--- src/rtl/sd_clk_prescaler.sv ---
module sd_clk_prescaler #(
  parameter int FW = 32
) (
  input  logic          clk,
  input  logic          rst_n,
  input  logic          start,
  input  logic [FW-1:0] base_hz,
  input  logic [FW-1:0] target_hz,
  input  logic [7:0]    vendor_rev,
  output logic          card_clk,
  output logic          clk_en,
  output logic [7:0]    pre_code,
  output logic [3:0]    div_code,
  output logic [FW-1:0] freq_out,
  output logic          done
);
  localparam int CW = $clog2(FW);

  typedef enum logic [2:0] {S_IDLE, S_PRE, S_DIV, S_QUO, S_LOAD} st_t;
  st_t st;

  logic [FW-1:0] base_q, tgt_q, dvd, quo;
  logic [3:0]    psh;
  logic [4:0]    dv;
  logic [5:0]    rem;
  logic [CW-1:0] bitn;
  logic [12:0]   cnt;

  wire [FW-1:0]   pre_q   = base_q >> psh;
  wire [FW-1:0]   pre16_q = base_q >> ({1'b0, psh} + 5'd4);
  wire [FW+8:0]   lim     = ({9'd0, tgt_q} + 1'b1) * {{FW+4{1'b0}}, dv};
  wire            div_up  = {9'd0, pre_q} >= lim;
  wire [5:0]      rem_sh  = {rem[4:0], dvd[FW-1]};
  wire            ge      = rem_sh >= {1'b0, dv};
  wire [12:0]     ratio   = 13'(dv) << psh;
  wire            accept  = start && st == S_IDLE;

  always_ff @(posedge clk or negedge rst_n) begin
    if (!rst_n) begin
      st <= S_IDLE; base_q <= '0; tgt_q <= '0; dvd <= '0; quo <= '0;
      psh <= '0; dv <= 5'd1; rem <= '0; bitn <= '0;
      clk_en <= 1'b0; pre_code <= '0; div_code <= '0; freq_out <= '0; done <= 1'b0;
    end else begin
      done <= 1'b0;
      case (st)
        S_IDLE: if (start) begin
          clk_en <= 1'b0; pre_code <= '0; div_code <= '0; freq_out <= '0;
          base_q <= base_hz; tgt_q <= target_hz;
          psh <= (vendor_rev < 8'h13) ? 4'd1 : 4'd0;
          if (target_hz == '0) done <= 1'b1;
          else st <= S_PRE;
        end
        S_PRE:
          if (psh < 4'd8 && pre16_q > tgt_q) psh <= psh + 4'd1;
          else begin dv <= 5'd1; st <= S_DIV; end
        S_DIV:
          if (dv < 5'd16 && div_up) dv <= dv + 5'd1;
          else begin dvd <= pre_q; rem <= '0; quo <= '0; bitn <= '0; st <= S_QUO; end
        S_QUO: begin
          rem  <= ge ? rem_sh - {1'b0, dv} : rem_sh;
          quo  <= {quo[FW-2:0], ge};
          dvd  <= dvd << 1;
          bitn <= bitn + 1'b1;
          if (bitn == CW'(FW - 1)) st <= S_LOAD;
        end
        S_LOAD: begin
          pre_code <= 8'((9'd1 << psh) >> 1);
          div_code <= 4'(dv - 5'd1);
          freq_out <= quo;
          clk_en   <= 1'b1;
          done     <= 1'b1;
          st       <= S_IDLE;
        end
        default: st <= S_IDLE;
      endcase
    end
  end

  always_ff @(posedge clk or negedge rst_n) begin
    if (!rst_n) begin
      cnt <= '0; card_clk <= 1'b0;
    end else if (!clk_en || accept) begin
      cnt <= '0; card_clk <= 1'b0;
    end else if (cnt == ratio - 13'd1) begin
      cnt <= '0; card_clk <= ~card_clk;
    end else begin
      cnt <= cnt + 13'd1;
    end
  end


  start_clears_chk: assert property (@(posedge clk) disable iff (!rst_n)
    accept |=> (!clk_en && !card_clk && pre_code == '0 && freq_out == '0));

  gated_low_chk: assert property (@(posedge clk) disable iff (!rst_n)
    !clk_en |-> !card_clk);

  no_runt_chk: assert property (@(posedge clk) disable iff (!rst_n)
    $rose(clk_en) |-> !card_clk);

  done_pulse_chk: assert property (@(posedge clk) disable iff (!rst_n)
    done |=> !done);

  zero_target_chk: assert property (@(posedge clk) disable iff (!rst_n)
    (done && !clk_en) |-> (freq_out == '0 && div_code == '0));

  pre_code_chk: assert property (@(posedge clk) disable iff (!rst_n)
    $onehot0(pre_code));
endmodule

--- config.mk ---
export PLATFORM = sky130hd
export DESIGN_NAME = sd_clk_prescaler
export DESIGN_NICKNAME = d
export VERILOG_FILES = /design/src/rtl/sd_clk_prescaler.sv
export SDC_FILE = /design/constraint.sdc
export NUM_CORES = 1
export LEC_CHECK = 0
export CAP_MARGIN = 20
export CORE_MARGIN = 2
export CORE_UTILIZATION = 61
export DETAILED_ROUTE_END_ITERATION = 10
export GPL_TIMING_DRIVEN = 0
export PLACE_DENSITY = 0.86
export SKIP_LAST_GASP = 1
export SLEW_MARGIN = 10
export SYNTH_ARGS = -nofsm -noshare
export SYNTH_HDL_FRONTEND = slang
export SYNTH_SLANG_ARGS = --single-unit
--- constraint.sdc ---
create_clock -name clk -period 11.1 [get_ports clk]
set_input_delay 2.22 -clock clk [delete_from_list [all_inputs] [get_ports clk]]
set_output_delay 2.22 -clock clk [all_outputs]
set_load 0.02 [all_outputs]
==> results of run 1 <==
==> Yosys cell counts, drive strengths merged (14+ instances only) <==
| master | count |
|---|---|
| nor4 | 23 |
| a31oi | 29 |
| xor2 | 34 |
| o211ai | 28 |
| nand3 | 52 |
| a211oi | 14 |
| nand2b | 25 |
| nor3 | 28 |
| and2 | 20 |
| mux4 | 18 |
| a21oi | 85 |
| mux2i | 32 |
| dfrtp | 209 |
| and3 | 15 |
| nand2 | 277 |
| fa | 94 |
| inv | 140 |
| a22oi | 19 |
| o21ai | 88 |
| a22o | 74 |
| a21o | 41 |
| nand4 | 29 |
| mux2 | 14 |
| clkbuf | 98 |
| xnor2 | 53 |
| nor2 | 238 |
| buf | 31 |
| ha | 124 |
==> logic make-up after synthesis <==
family	synth area share [%]
buffers and inverters	5.85
adder cells (fa/ha/maj)	18.8
AO/OA/AOI/OAI	18.3
AND/OR/NAND/NOR	19.1
flip-flops	28.8
multiplexers	4.85
XOR/XNOR	4.18
==> routing by layer <==
metal,track usage [%],vias to the layer above,wire (um)
met1,50.7,8404,23400
met3,7.41,147,5780
met4,15.3,0,2400
li1,-,7682,-
met5,0,-,0
met2,56.1,875,25300
==> layout make-up <==
cell class / instances / share of cell area, %
buffer: 129 / 2.55
clock buffer: 31 / 3.34
clock inverter: 15 / 0.827
inverter: 142 / 2.55
multi-input combinational: 1611 / 57.1
sequential: 210 / 25.2
tap: 390 / 2.34
timing repair buffer: 127 / 6.15
==> report_power, final <==
part	leakage (nW)	internal, W	switching (W)
combinational	6.33	0.00138	0.00244
sequential	2.77	0.000976	0.000190
clock	0.429	0.000518	0.000352
==> per-stage QoR <==
step / area, um2 / power (W) / worst slack [ps] / utilization (%) / std cells
3_5_place_dp: 20000 / 0.00484 / 302 / 67.6 / 2607
4_1_cts: 20900 / 0.00572 / 257 / 70.6 / 2653
5_1_grt: 20900 / 0.00626 / 173 / 70.7 / 2655
6_report: 20900 / 0.00585 / 282 / 70.7 / 2655
3_3_place_gp: 19900 / 0.00468 / -680 / 67.4 / 2603
2_1_floorplan: 18200 / 0.00375 / 3200 / - / 2092
==> state kept, by name, indices dropped and copies added (netlist names) <==
name      flops
base_q       32
bitn          5
card_clk      1
clk_en        1
cnt          13
div_code      4
done          1
dv            5
dvd          32
freq_out     32
pre_code      8
psh           4
quo          32
rem           5
st            3
tgt_q        32
==> cells in the final DEF, fill, tap and decap left out, types with 17 or more instances in the layout <==
cell type,instances
xor2_1,34
nor4_1,21
nor3_1,28
and2_1,20
a22o_1,74
inv_1,137
xnor2_1,53
nor2_1,238
a21oi_1,85
clkbuf_16,25
o211ai_1,28
clkdlybuf4s50_1,120
nand2_1,277
nand4_1,28
mux2i_1,32
o21ai_0,84
clkbuf_1,99
fa_1,94
mux4_2,18
ha_1,124
nand2b_1,25
buf_1,17
a22oi_1,19
a31oi_1,29
nand3_1,52
a21o_1,41
dfrtp_1,209
==> worst register-to-register path, stage by stage (launching register included) <==
cell             delay (ps)
dfrtp_1                 320
clkbuf_1                300
clkbuf_1                740
inv_2                   370
buf_1                   510
nor2_1                  310
fa_1                    450
fa_1                    530
fa_1                    490
ha_1                    300
clkbuf_1                190
a2111o_1                450
o21ai_1                 460
a2111oi_1               170
clkdlybuf4s18_2         300
or3_1                   440
a21oi_1                 250
xnor2_1                 130
ha_1                    330
nand4_1                 150
nor4_2                  520
o311ai_0                470
a221oi_1                460
o221ai_1                220
or4_1                   640
buf_2                   230
o21ai_1                 560
mux2_2                  420
==> timing repair <==
| item | CTS | global route |
|---|---|---|
| endpoints found under the setup margin | 0 | 45 |
| hold buffers | 0 | 0 |
| resized for setup | 0 | 2 |
==> worst paths after layout <==
path	from	to	slack, ps	cells after the start
max	dv[4]	dvd[25]	280	27
min	rem[4]	rem[4]	490	1
max reg2reg	dv[4]	dvd[25]	280	27
min reg2reg	rem[4]	rem[4]	490	1
max in group asynchronous	rst_n	tgt_q[20]	8370	2
min in group asynchronous	rst_n	freq_out[13]	1680	1
==> flow_summary.toml, run 1 <==
[global_route]
grt-ovfl-total = 0
grt_max_degree = 107
grt_pass1_vias = 16400
antenna_found_initial = 3
grt_first_pass_wirelength_mm = 89.4
grt_usage_pct = 36.6

[critical_path]
cp.required_ps = 11510
criticalPathCategory = "reg -> reg"
cp-end-kind = "flop"
slowest_stage = "clkbuf_1"
cpPeakStageDelay_ps = 740
cp-start-kind = "flop"
critPathMaxFanout = 10
crit_arrival_ps = 11230
crit_family = "compound AO/OA/AOI/OAI gates"
crit_buf_inv = 7

[outcome]
status = "complete, no violations"

[clock_network]
root_buffer = "clkbuf_16"
clock_sink_count = 210
post_cts_buffers = 0
cts_buffer_depth = 3
path_clk_slew_ps = 60
cts_buffers = 25
cts_tree = "yes"
clock_latency_ps = 570
h-tree-depth = 1

[finish]
drive_above_1_share_pct = 5.56
antenna_cells = 0
ff_latch_area_mm2 = 0.00526
area_growth_pct = 14.6
nNetsFinal = 2539
fillers = 2311
multi_input_area_mm2 = 0.0119

[floorplanning]
core_mm2 = 0.0296
io_pins = 122
die_h_um = 177
die_w_um = 177
rows = 63
initial_core_util_pct = 61.6
die-area_mm2 = 0.0313

[timing]
worst_pin_slew_ps = 1050
finalSetupViolCount = 0
min_period_over_period_pct = 97.5
max_slew_margin_pct = 29.0
period_needed_ps = 10820
final-hold-violation-count = 0
maxSlewViolCount = 0
fin_skew_ps = 36.9
fmax_mhz = 92.4
rsz0062_at_grt = "false"
setup_tns_ps = 0
whs_ps = 487

[place]
placement.io_buffers = 121
gp_congestion = 1.03
dp_hpwl_mm = 44.0

[pwr]
cellLeakagePower_nw = 9.54
power_density_mw_per_mm2 = 280
ir_drop_v = 0.000249

[synth]
synth_top_area_share_pct = 28.7
synth.distinct_cells = 80
netlist_area_mm2 = 0.0182
synthTopCellsByArea = "dfrtp_1 29%, fa_1 10%, ha_1 8.5%, nand2_1 5.7%, nor2_1 4.9%"
yosysSeqAreaShare_pct = 28.8
yosys.area.top_type = "dfrtp_1"
synth-seq-cells = 210
synth-main-ff-cell = "dfrtp_1"
synthArstFlopShare_pct = 100
netlist_instances = 2092
syn-mean-instance-area_um2 = 8.71
synth_warnings = 0
synth_nets = 2385
synth_edf_count = 0

[run]
maxCapViolations = 0

[routing]
ant_nets = 0
drcViolationCount = 0
routed_via_density = 6.44
first_pass_iters = 7
drt_iter0_drc = 1746
vias = 17100
drt_wl_total_mm = 56.9
wl_per_cell_um = 21.4

[min_path]
hold_path_class = "reg -> reg"
(Power assumes the default switching activity.)
==> run 2: changes to the inputs <==
--- a/config.mk
+++ b/config.mk
@@ -6,7 +6,7 @@
 export NUM_CORES = 1
 export LEC_CHECK = 0
 export CAP_MARGIN = 20
-export CORE_MARGIN = 2
+export CORE_MARGIN = 5
 export CORE_UTILIZATION = 61
 export DETAILED_ROUTE_END_ITERATION = 10
 export GPL_TIMING_DRIVEN = 0
==> run 2 against run 1 <==
Net effect:
- global-route usage fell by 3.8 points
- cell area hardly changed
- first-iteration DRC count rose by 20%
- clock power decreased by 1%
- cell count fell by 0.15%
- hold slack worse by 9.7 ps
- sequential power barely moved
- via count rose by 0.24%
- combinational power about the same
- die area is 6.9% higher
==> flow_summary.toml, run 2 (same netlist as run 1, synthesis figures left out) <==
[finish]
drive_above_1_share_pct = 5.40
final_common_cell = "nand2_1"
fillers = 2302
antenna_cells = 0
multi_input_area_mm2 = 0.0119
most-common-layout-cells = "277 x nand2_1, 238 x nor2_1, 209 x dfrtp_1"
area_growth_pct = 14.5
instances_no_fill = 2651
ff_latch_area_mm2 = 0.00526
nNetsFinal = 2536

[routing]
routed_via_density = 6.47
wl_per_cell_um = 21.0
drcViolationCount = 0
first_pass_iters = 6
drt_iter0_drc = 2092
vias = 17100
ant_nets = 0
drt_wl_total_mm = 55.7

[critical_path]
crit_buf_inv = 7
cp.required_ps = 11520
cp-start-kind = "flop"
crit_arrival_ps = 11080
cpPeakStageDelay_ps = 760
slowest_stage = "clkbuf_1"
cp-end-kind = "flop"
critPathMaxFanout = 10
crit_family = "compound AO/OA/AOI/OAI gates"
criticalPathCategory = "reg -> reg"

[pwr]
power_density_mw_per_mm2 = 279
ir_drop_v = 0.000179
cellLeakagePower_nw = 9.54

[place]
dp_hpwl_mm = 43.2
placement.io_buffers = 121
dp_slack_ps = 130
gp_congestion = 1.03
place_inst = 2606

[run]
maxCapViolations = 0

[timing]
max_slew_margin_pct = 24.1
finalSetupViolCount = 0
worst_pin_slew_ps = 1140
period_needed_ps = 10660
layout_setup_ws_ps = 444
setup_tns_ps = 0
fin_skew_ps = 23.5
fmax_mhz = 93.8
rsz0062_at_grt = "false"
maxSlewViolCount = 0
final-hold-violation-count = 0
min_period_over_period_pct = 96.0

[floorplanning]
io_pins = 122
core_mm2 = 0.0296
die-area_mm2 = 0.0334
initial_core_util_pct = 61.6
die_w_um = 183
die_h_um = 183
rows = 63

[clock_network]
root_buffer = "clkbuf_16"
path_clk_slew_ps = 60
post_cts_buffers = 0
cts_hold_buf = 0
h-tree-depth = 1
cts_tree = "yes"
cts_buffers = 24
cts_buffer_depth = 3
clock_latency_ps = 550
clock_sink_count = 210

[min_path]
hold_path_class = "reg -> reg"

[global_route]
antenna_found_initial = 1
grt_usage_pct = 32.8
grt_max_degree = 109
grt-ovfl-total = 0
grt_first_pass_wirelength_mm = 88.5
grt_pass1_vias = 16600

[outcome]
status = "complete, no violations"
==> run 2: metal layers <==
| metal | track usage, % | vias to the layer above | routed length [um] |
|---|---|---|---|
| li1 | - | 7662 | - |
| met1 | 46.0 | 8367 | 22800 |
| met2 | 50.6 | 930 | 24600 |
| met3 | 5.67 | 188 | 5410 |
| met4 | 14.2 | 2 | 2790 |
| met5 | 0 | - | 13 |
==> run 2: path summary, 6_finish.rpt <==
kind / startpoint / end / slack, ps / depth (start not counted)
worst max-delay path: dv[4] / dvd[25] / 440 / 27
min in group asynchronous: rst_n / freq_out[12] / 1700 / 1
worst max register to register: dv[4] / dvd[25] / 440 / 27
worst min-delay path: div_code[2] / div_code[2] / 480 / 2
worst min register to register: div_code[2] / div_code[2] / 480 / 2
max in group asynchronous: rst_n / tgt_q[8] / 8360 / 2
==> run 2: final cells by class <==
class,instances,area share [%]
Multi-Input combinational cell,1611,57.1
Sequential cell,210,25.2
Timing Repair Buffer,125,6.11
Clock buffer,29,3.21
Buffer,129,2.56
Inverter,142,2.55
Tap cell,390,2.34
Clock inverter,15,0.941
==> run 2: worst reg2reg max path, stage by stage (launching register included) <==
cell            delay, ps
dfrtp_1               340
clkbuf_1              320
clkbuf_1              760
inv_2                 360
buf_1                 580
nor2_1                350
fa_1                  450
fa_1                  540
fa_1                  500
ha_1                  290
clkbuf_1              180
a2111o_1              430
o21ai_1               400
a2111oi_0             190
dlymetal6s2s_1        240
or3_1                 390
a21oi_1               180
xnor2_1               130
ha_1                  330
nand4_1               170
nor4_2                600
o311ai_0              470
a221oi_1              410
o221ai_1              240
or4_1                 550
buf_2                 210
o21ai_1               520
mux2_2                400
==> run 2: power by group <==
part	total (W)	switching [W]	internal [W]
combinational	0.00379	0.00242	0.00137
clock	0.000857	0.000352	0.000505
sequential	0.00117	0.000190	0.000976
total	0.00581	0.00297	0.00285
==> run 2: per-stage QoR <==
step / hold slack [ps] / instance area, um2 / util (%) / total power (W)
after floorplan: 441 / 18200 / - / 0.00375
after global placement: 463 / 19900 / 67.4 / 0.00466
after detailed placement: 470 / 20000 / 67.6 / 0.00482
after CTS: 481 / 20800 / 70.5 / 0.00569
after global routing: 508 / 20900 / 70.6 / 0.00623
final: 478 / 20900 / 70.6 / 0.00581
==> run 2: repair_timing <==
action | CTS | global route
gates resized for setup | 1 | 2
setup endpoints to repair | 9 | 72
gates cloned | 0 | 0
==> run 3: changes to the inputs <==
--- a/config.mk
+++ b/config.mk
@@ -5,6 +5,7 @@
 export SDC_FILE = /design/constraint.sdc
 export NUM_CORES = 1
 export LEC_CHECK = 0
+export ABC_CLOCK_PERIOD_IN_PS = 11100
 export CAP_MARGIN = 20
 export CORE_MARGIN = 5
 export CORE_UTILIZATION = 61
==> results of run 3 <==
No change in the layout: final DEF, timing and power equal those of run 2.
